### src/rtl/syscfg_pkg.sv
// Shared constants for the system configuration block: word indexes,
// per-word kept-bit masks and reset values. Assumes 32-bit words and
// sixteen pins per GPIO port.
package syscfg_pkg;
    localparam int REG_COUNT  = 11;
    localparam int PORT_PINS  = 16;
    localparam int LINE_COUNT = 16;
    localparam int CODE_W     = 4;
    localparam int SEL_REGS   = LINE_COUNT * CODE_W / 32 * 2;

    localparam int IDX_REMAP  = 0;
    localparam int IDX_CTRL1  = 1;
    localparam int IDX_SEL0   = 2;
    localparam int IDX_SRAMST = 6;
    localparam int IDX_CTRL2  = 7;
    localparam int IDX_WPLO   = 8;
    localparam int IDX_KEY    = 9;
    localparam int IDX_WPHI   = 10;

    localparam logic [31:0] REMAP_KEEP = 32'h0000_0107;
    localparam logic [31:0] CTRL1_KEEP = 32'hFCFF_0101;
    localparam logic [31:0] CTRL1_INIT = 32'h7C00_0001;
    localparam logic [31:0] CTRL1_LOCK = 32'h0000_0001;
endpackage

### src/rtl/cfg_regfile.sv
// Register file of the configuration block. Holds every stored word and
// applies each bit's access rule on a bus write. Assumes one write per
// cycle on bus_wr, and a read path that is purely combinational on
// bus_wordaddr. Exposes the sixteen line codes as one flat vector.
module cfg_regfile
    import syscfg_pkg::*;
#(
    parameter int WORD_AW = 6
) (
    input  logic                         clk,
    input  logic                         rst_n,
    input  logic [WORD_AW-1:0]           bus_wordaddr,
    input  logic                         bus_wr,
    input  logic [31:0]                  bus_wdata,
    output logic [31:0]                  bus_rdata,
    output logic [LINE_COUNT*CODE_W-1:0] sel_flat
);
    localparam int SEL_W = LINE_COUNT * CODE_W / 4;

    logic [REG_COUNT-1:0] wr_hit;
    logic [31:0]          remap_q;
    logic [31:0]          ctrl1_q;
    logic [3:0]           ctrl2_q;
    logic [31:0]          wp_lo_q;
    logic [31:0]          wp_hi_q;
    logic [7:0]           key_q;
    logic                 addr_ok;

    // one-hot write decode per word
    for (genvar i = 0; i < REG_COUNT; i++) begin : g_hit
        assign wr_hit[i] = bus_wr && (bus_wordaddr == WORD_AW'(i));
    end

    assign addr_ok = bus_wordaddr < WORD_AW'(REG_COUNT);

    // line-select words: plain read/write, low half kept
    for (genvar g = 0; g < 4; g++) begin : g_sel
        logic [SEL_W-1:0] sel_q;
        always_ff @(posedge clk) begin
            if (!rst_n)                     sel_q <= '0;
            else if (wr_hit[IDX_SEL0 + g])  sel_q <= bus_wdata[SEL_W-1:0];
        end
        assign sel_flat[g*SEL_W +: SEL_W] = sel_q;
    end

    // remap word: masked read/write
    always_ff @(posedge clk) begin
        if (!rst_n)                 remap_q <= '0;
        else if (wr_hit[IDX_REMAP]) remap_q <= bus_wdata & REMAP_KEEP;
    end

    // control-1: masked read/write with a clear-only lock bit
    always_ff @(posedge clk) begin
        if (!rst_n)                 ctrl1_q <= CTRL1_INIT;
        else if (wr_hit[IDX_CTRL1]) ctrl1_q <= (bus_wdata & CTRL1_KEEP & ~CTRL1_LOCK)
                                             | (ctrl1_q & bus_wdata & CTRL1_LOCK);
    end

    // control-2: set-only low nibble
    always_ff @(posedge clk) begin
        if (!rst_n)                 ctrl2_q <= '0;
        else if (wr_hit[IDX_CTRL2]) ctrl2_q <= ctrl2_q | bus_wdata[3:0];
    end

    // protect words: every bit set-only
    always_ff @(posedge clk) begin
        if (!rst_n) begin
            wp_lo_q <= '0;
            wp_hi_q <= '0;
        end else begin
            if (wr_hit[IDX_WPLO]) wp_lo_q <= wp_lo_q | bus_wdata;
            if (wr_hit[IDX_WPHI]) wp_hi_q <= wp_hi_q | bus_wdata;
        end
    end

    // key word: low byte read/write
    always_ff @(posedge clk) begin
        if (!rst_n)               key_q <= '0;
        else if (wr_hit[IDX_KEY]) key_q <= bus_wdata[7:0];
    end

    // read multiplexer; status word, flag bit and invalid offsets read zero
    always_comb begin
        bus_rdata = '0;
        case (bus_wordaddr)
            WORD_AW'(IDX_REMAP):    bus_rdata = remap_q;
            WORD_AW'(IDX_CTRL1):    bus_rdata = ctrl1_q;
            WORD_AW'(IDX_SEL0):     bus_rdata = {16'b0, sel_flat[15:0]};
            WORD_AW'(IDX_SEL0 + 1): bus_rdata = {16'b0, sel_flat[31:16]};
            WORD_AW'(IDX_SEL0 + 2): bus_rdata = {16'b0, sel_flat[47:32]};
            WORD_AW'(IDX_SEL0 + 3): bus_rdata = {16'b0, sel_flat[63:48]};
            WORD_AW'(IDX_SRAMST):   bus_rdata = '0;
            WORD_AW'(IDX_CTRL2):    bus_rdata = {28'b0, ctrl2_q};
            WORD_AW'(IDX_WPLO):     bus_rdata = wp_lo_q;
            WORD_AW'(IDX_KEY):      bus_rdata = {24'b0, key_q};
            WORD_AW'(IDX_WPHI):     bus_rdata = wp_hi_q;
            default:                bus_rdata = '0;
        endcase
    end


    lock_no_rise_chk: assert property (@(posedge clk) disable iff (!rst_n)
        $past(rst_n) |-> !$rose(ctrl1_q[0]));


    ctrl2_sticky_chk: assert property (@(posedge clk) disable iff (!rst_n)
        $past(rst_n) |-> ((ctrl2_q & $past(ctrl2_q)) == $past(ctrl2_q)));


    protect_sticky_chk: assert property (@(posedge clk) disable iff (!rst_n)
        $past(rst_n) |-> (((wp_lo_q & $past(wp_lo_q)) == $past(wp_lo_q))
                       && ((wp_hi_q & $past(wp_hi_q)) == $past(wp_hi_q))));


    invalid_wr_noeffect_chk: assert property (@(posedge clk) disable iff (!rst_n)
        (bus_wr && !addr_ok) |=>
            $stable({remap_q, ctrl1_q, sel_flat, ctrl2_q, wp_lo_q, wp_hi_q, key_q}));
endmodule

### src/rtl/line_mux.sv
// Per-line source selector. For each of the sixteen interrupt lines it
// gathers pin n of every port into a sixteen-entry column (absent ports
// tied low) and picks the entry named by that line's 4-bit code.
// Assumes NUM_PORTS is between 1 and 16.
module line_mux
    import syscfg_pkg::*;
#(
    parameter int NUM_PORTS = 8
) (
    input  logic [NUM_PORTS*PORT_PINS-1:0] gpio_in,
    input  logic [LINE_COUNT*CODE_W-1:0]   sel_flat,
    output logic [LINE_COUNT-1:0]          line_out
);
    localparam int COL_W = 1 << CODE_W;

    for (genvar n = 0; n < LINE_COUNT; n++) begin : g_line
        logic [COL_W-1:0]  pin_col;
        logic [CODE_W-1:0] code;

        // column of pin n across every possible port code
        for (genvar p = 0; p < COL_W; p++) begin : g_col
            if (p < NUM_PORTS) begin : g_real
                assign pin_col[p] = gpio_in[p*PORT_PINS + n];
            end else begin : g_absent
                assign pin_col[p] = 1'b0;
            end
        end

        assign code = sel_flat[n*CODE_W +: CODE_W];

        // pick the selected port's pin for this line
        always_comb line_out[n] = pin_col[code];
    end
endmodule

### src/rtl/sys_cfg_regs.sv
// Top of the system configuration block: register file on the bus side,
// line selector on the GPIO side. Assumes a synchronous active-low reset
// and GPIO inputs already synchronous to clk.
module sys_cfg_regs
    import syscfg_pkg::*;
#(
    parameter int NUM_PORTS = 8,
    parameter int WORD_AW   = 6
) (
    input  logic                           clk,
    input  logic                           rst_n,
    input  logic [WORD_AW-1:0]             bus_wordaddr,
    input  logic                           bus_wr,
    input  logic [31:0]                    bus_wdata,
    output logic [31:0]                    bus_rdata,
    input  logic [NUM_PORTS*PORT_PINS-1:0] gpio_in,
    output logic [LINE_COUNT-1:0]          line_out
);
    logic [LINE_COUNT*CODE_W-1:0] sel_flat;

    cfg_regfile #(.WORD_AW(WORD_AW)) u_regs (
        .clk          (clk),
        .rst_n        (rst_n),
        .bus_wordaddr (bus_wordaddr),
        .bus_wr       (bus_wr),
        .bus_wdata    (bus_wdata),
        .bus_rdata    (bus_rdata),
        .sel_flat     (sel_flat)
    );

    line_mux #(.NUM_PORTS(NUM_PORTS)) u_mux (
        .gpio_in  (gpio_in),
        .sel_flat (sel_flat),
        .line_out (line_out)
    );

    for (genvar n = 0; n < LINE_COUNT; n++) begin : g_chk
        logic any_pin;

        // is pin n high on any implemented port
        always_comb begin
            any_pin = 1'b0;
            for (int p = 0; p < NUM_PORTS; p++) any_pin = any_pin | gpio_in[p*PORT_PINS + n];
        end


        own_pin_chk: assert property (@(posedge clk) disable iff (!rst_n)
            line_out[n] |-> any_pin);


        dead_port_chk: assert property (@(posedge clk) disable iff (!rst_n)
            (int'(sel_flat[n*CODE_W +: CODE_W]) >= NUM_PORTS) |-> !line_out[n]);
    end
endmodule

### config.mk
export PLATFORM = sky130hd
export DESIGN_NAME = sys_cfg_regs
export DESIGN_NICKNAME = d
export VERILOG_FILES = /design/src/rtl/syscfg_pkg.sv /design/src/rtl/cfg_regfile.sv /design/src/rtl/line_mux.sv /design/src/rtl/sys_cfg_regs.sv
export SDC_FILE = /design/constraint.sdc
export NUM_CORES = 1
export LEC_CHECK = 0
export ABC_CLOCK_PERIOD_IN_PS = 2600
export BUFFER_PORTS_ARGS = -buffer_cell sky130_fd_sc_hd__buf_4
export CAP_MARGIN = 30
export CORE_UTILIZATION = 45
export DETAILED_ROUTE_END_ITERATION = 16
export GPL_TIMING_DRIVEN = 0
export PLACE_DENSITY_LB_ADDON = 0.2
export SETUP_SLACK_MARGIN = 0.4
export SYNTH_ARGS = -nofsm -noshare
export SYNTH_HDL_FRONTEND = slang
export SYNTH_SLANG_ARGS = --single-unit
### constraint.sdc
create_clock -name clk -period 2.6 [get_ports clk]
set_input_delay 0.65 -clock clk [delete_from_list [all_inputs] [get_ports clk]]
set_output_delay 0.65 -clock clk [all_outputs]
set_load 0.02 [all_outputs]
==> metrics.txt <==
status=complete, but fails checks; failing checks=setup timing; dominant cells by area after synthesis=dfxtp_1 (42%), mux4_2 (9.4%), nand2_1 (9.1%), nor2b_1 (6.0%), a21boi_1 (4.6%); core area=approximately 0.017 mm²; syn_area_per_cell=9.08 µm²; compound-gate portion of the synthesized area=0.191; delay-heaviest family, CP=buffers and inverters; initial antenna violation count=0; setup TNS=-2.73 ns; Detailed Place HPWL=18700 µm; post-synth top area share=0.416; fin crit period=2.84 ns; Top Ports=217; Ys Warns=0; Max VDD drop=just under 400 µV; gr ovfl total=0; instance count on the critical path=8; vias=7880; Synth Register Bits=160; post-synthesis mux area share=0.128; Max Fclk=0.352 GHz; first drt pass iteration count=11; layout cells sized above 1=0.397; die span in y=133 µm; post-route antenna net violation count=0; drt initial violations=773; H-tree Lvls=4; critical path, cell by cell=buf_12, nor4b_4, buf_4, and2_4, buf_8, a222oi_1, nand2_1, buf_6; reg2reg path depth=3; Area Growth Syn to Fin=47.8%; Post-Syn Nets=1017; Post-synth ARST share=0; Clock Skew=0 ns; Root Driver=clkbuf_16; Post-Synth Simple-Gate Area=0.218; wire per inst=20.1 µm; Setup WS pre-CTS=-0.431 ns; Post-Syn Instances=848; # DRC=0; CTS tree=built; Psw=1240 µW; Sw Ratio=0.224; final slew viol count=0; WP data arrival=between 2 and 2.5 ns; Die X=133 µm; Synth Area in Adders=0; Final GP Congestion=0.870; CTS Buf Count=17; Pwr Density=488 mW/mm²; first-pass GRT wire length=41900 µm; Die ar.=about 0.018 mm²; Worst Hold Class=input pin to flip-flop; worst setup margin=-0.238 ns; ys flop type=dfxtp_1; port buffer count=around 210; Avg Vias per Cell=5.81; main combinational cell family by area after synthesis=simple AND/OR/NAND/NOR gates; Worst path slowest cell=a222oi_1; vias in the first global route=7658; # hold bufs at CTS=0; final setup vio count=31; Clock Sinks=160; Crit Path Category=input pin to primary output; synth cell count leaders=nand2_1 (186), dfxtp_1 (160), nor2b_1 (74); Hold Path Depth=3; Max clock buf depth=2; CP required=roughly 2 ns; CP Capture Type=primary output; most common cell in the netlist=nand2_1; area leader, netlist=dfxtp_1; Final nets=1292; critical path peak fanout=6; Final Hold Vio Count=0; largest net degree at the start of global routing=17; number of diodes=0; Netlist cell types=33; Max-cap violations=0; clock group share of total power=0.456; gr usage total=0.310; measured slew at the worst slew-check pin=0.594 ns; Post-Route WL=27300 µm; clock transition at the registers of the reported paths=0.06 ns; slowest stage delay, CP=0.54 ns; Sequential Power Share=0.442; xor/xnor share of the synthesized area=0; Mapped Area=0.00770 mm²; clk_lat worst skew=0.43 ns; leakage=0.00452 µW; Buffers & Inverters on Critical Path=4; row count=47; Post-synth EDFFs=0; Comb pwr share=0.102; startpoint types=input pin; Slew headroom=0.604; sequential element share of the synthesized area=0.416; unrepaired setup endpoints after global routing=true; Initial Util=0.463; Pint=4310 µW; Final period util=1.09
-- cell type report --
class                   count  area, µm²
fillers                  1303       5260
multi-input cells         618       4440
clock buffers              27        513
clock inverters             5       75.1
plain buffers              70        574
well taps                 220        275
repair buffers            256       2240
flip-flops and latches    160       3260
-- sequential cells by signal, summed over array words and instances (netlist names) --
name	flops
u_regs.g_sel.sel_q	64
u_regs.wp_hi_q	32
u_regs.wp_lo_q	32
u_regs.ctrl1_q	16
u_regs.key_q	8
u_regs.ctrl2_q	4
u_regs.remap_q	4
-- power by group through the flow --
stage	logic [µW]	clock network [µW]	registers (µW)
after floorplan	209	0	2520
after global placement	506	0	2520
after detailed placement	512	0	2530
after CTS	550	2530	2450
after global routing	592	2650	2460
final	566	2530	2460
-- path summary, 6_finish.rpt --
path / startpoint / end / slack, ns
worst max-delay path: bus_wordaddr[1] / bus_rdata[12] / -0.24
worst min-delay path: bus_wdata[26] / u_regs.ctrl1_q[26] / 0.45
worst max register to register: u_regs.g_sel[2].sel_q[4] / u_regs.g_sel[2].sel_q[4] / 1.79
worst min register to register: u_regs.key_q[4] / u_regs.key_q[4] / 0.45
-- worst min-delay path: cells and delay by family --
| family | cells | cell delay, ns |
|---|---|---|
| buffers and inverters | 1 | 0.09 |
| and+or+nand+nor | 2 | 0.10 |
-- what timing repair did --
| item | 4_1_cts | 5_1_grt |
|---|---|---|
| pin swaps | 34 | 39 |
| buffers inserted | 41 | 2 |
| endpoints found under the setup margin | 48 | 57 |
| hold endpoints to repair | 0 | 0 |
| cloned | 4 | 1 |
| resized for setup | 129 | 31 |
-- cell families after synthesis --
kind of cell,Yosys count
multiplexers,58
flip-flops,160
AND/OR/NAND/NOR,350
buffers and inverters,70
AO/OA/AOI/OAI,210
-- routing by layer --
metal | wire (µm) | up-vias | GRT usage
met2 | 13200 | 488 | 0.531
met3 | 2720 | 52 | 0.0544
li1 | - | 3581 | -
met4 | 705 | 0 | 0.115
met1 | 10600 | 3759 | 0.389
met5 | 0 | - | 0
-- through the flow --
step	hold WS, ns	instance area, µm²	std cells	util	total power [µW]
floorplan	0.432	7940	848	-	2730
global placement	0.439	9770	1276	0.587	3030
detailed placement	0.446	9770	1276	0.587	3040
CTS	0.446	11200	1353	0.674	5540
global route	0.467	11400	1356	0.684	5700
finish	0.448	11400	1356	0.684	5550
-- layout by cell type, fill, tap and decap left out, types with 2 or more instances in the layout --
cell,instances
nor2b_4,2
clkbuf_16,19
nor4b_4,2
mux4_2,32
buf_6,51
a22oi_2,25
buf_4,213
dfxtp_1,144
a21boi_0,35
buf_12,9
nand3_2,4
a22o_1,2
a32oi_2,2
buf_8,9
dfxtp_4,16
a21oi_1,68
buf_16,4
nand2_1,166
clkinv_2,3
bufinv_16,2
nand3_1,39
clkbuf_8,5
clkbuf_1,27
nor2b_1,72
mux2_2,3
mux2i_1,22
nor2_1,18
a22oi_1,6
a21boi_1,47
and3_1,10
nand4_1,3
buf_2,15
a222oi_1,19
nand2_4,4
nand2_2,16
and2_4,7
Note: power is estimated with default switching activity, not from simulation.
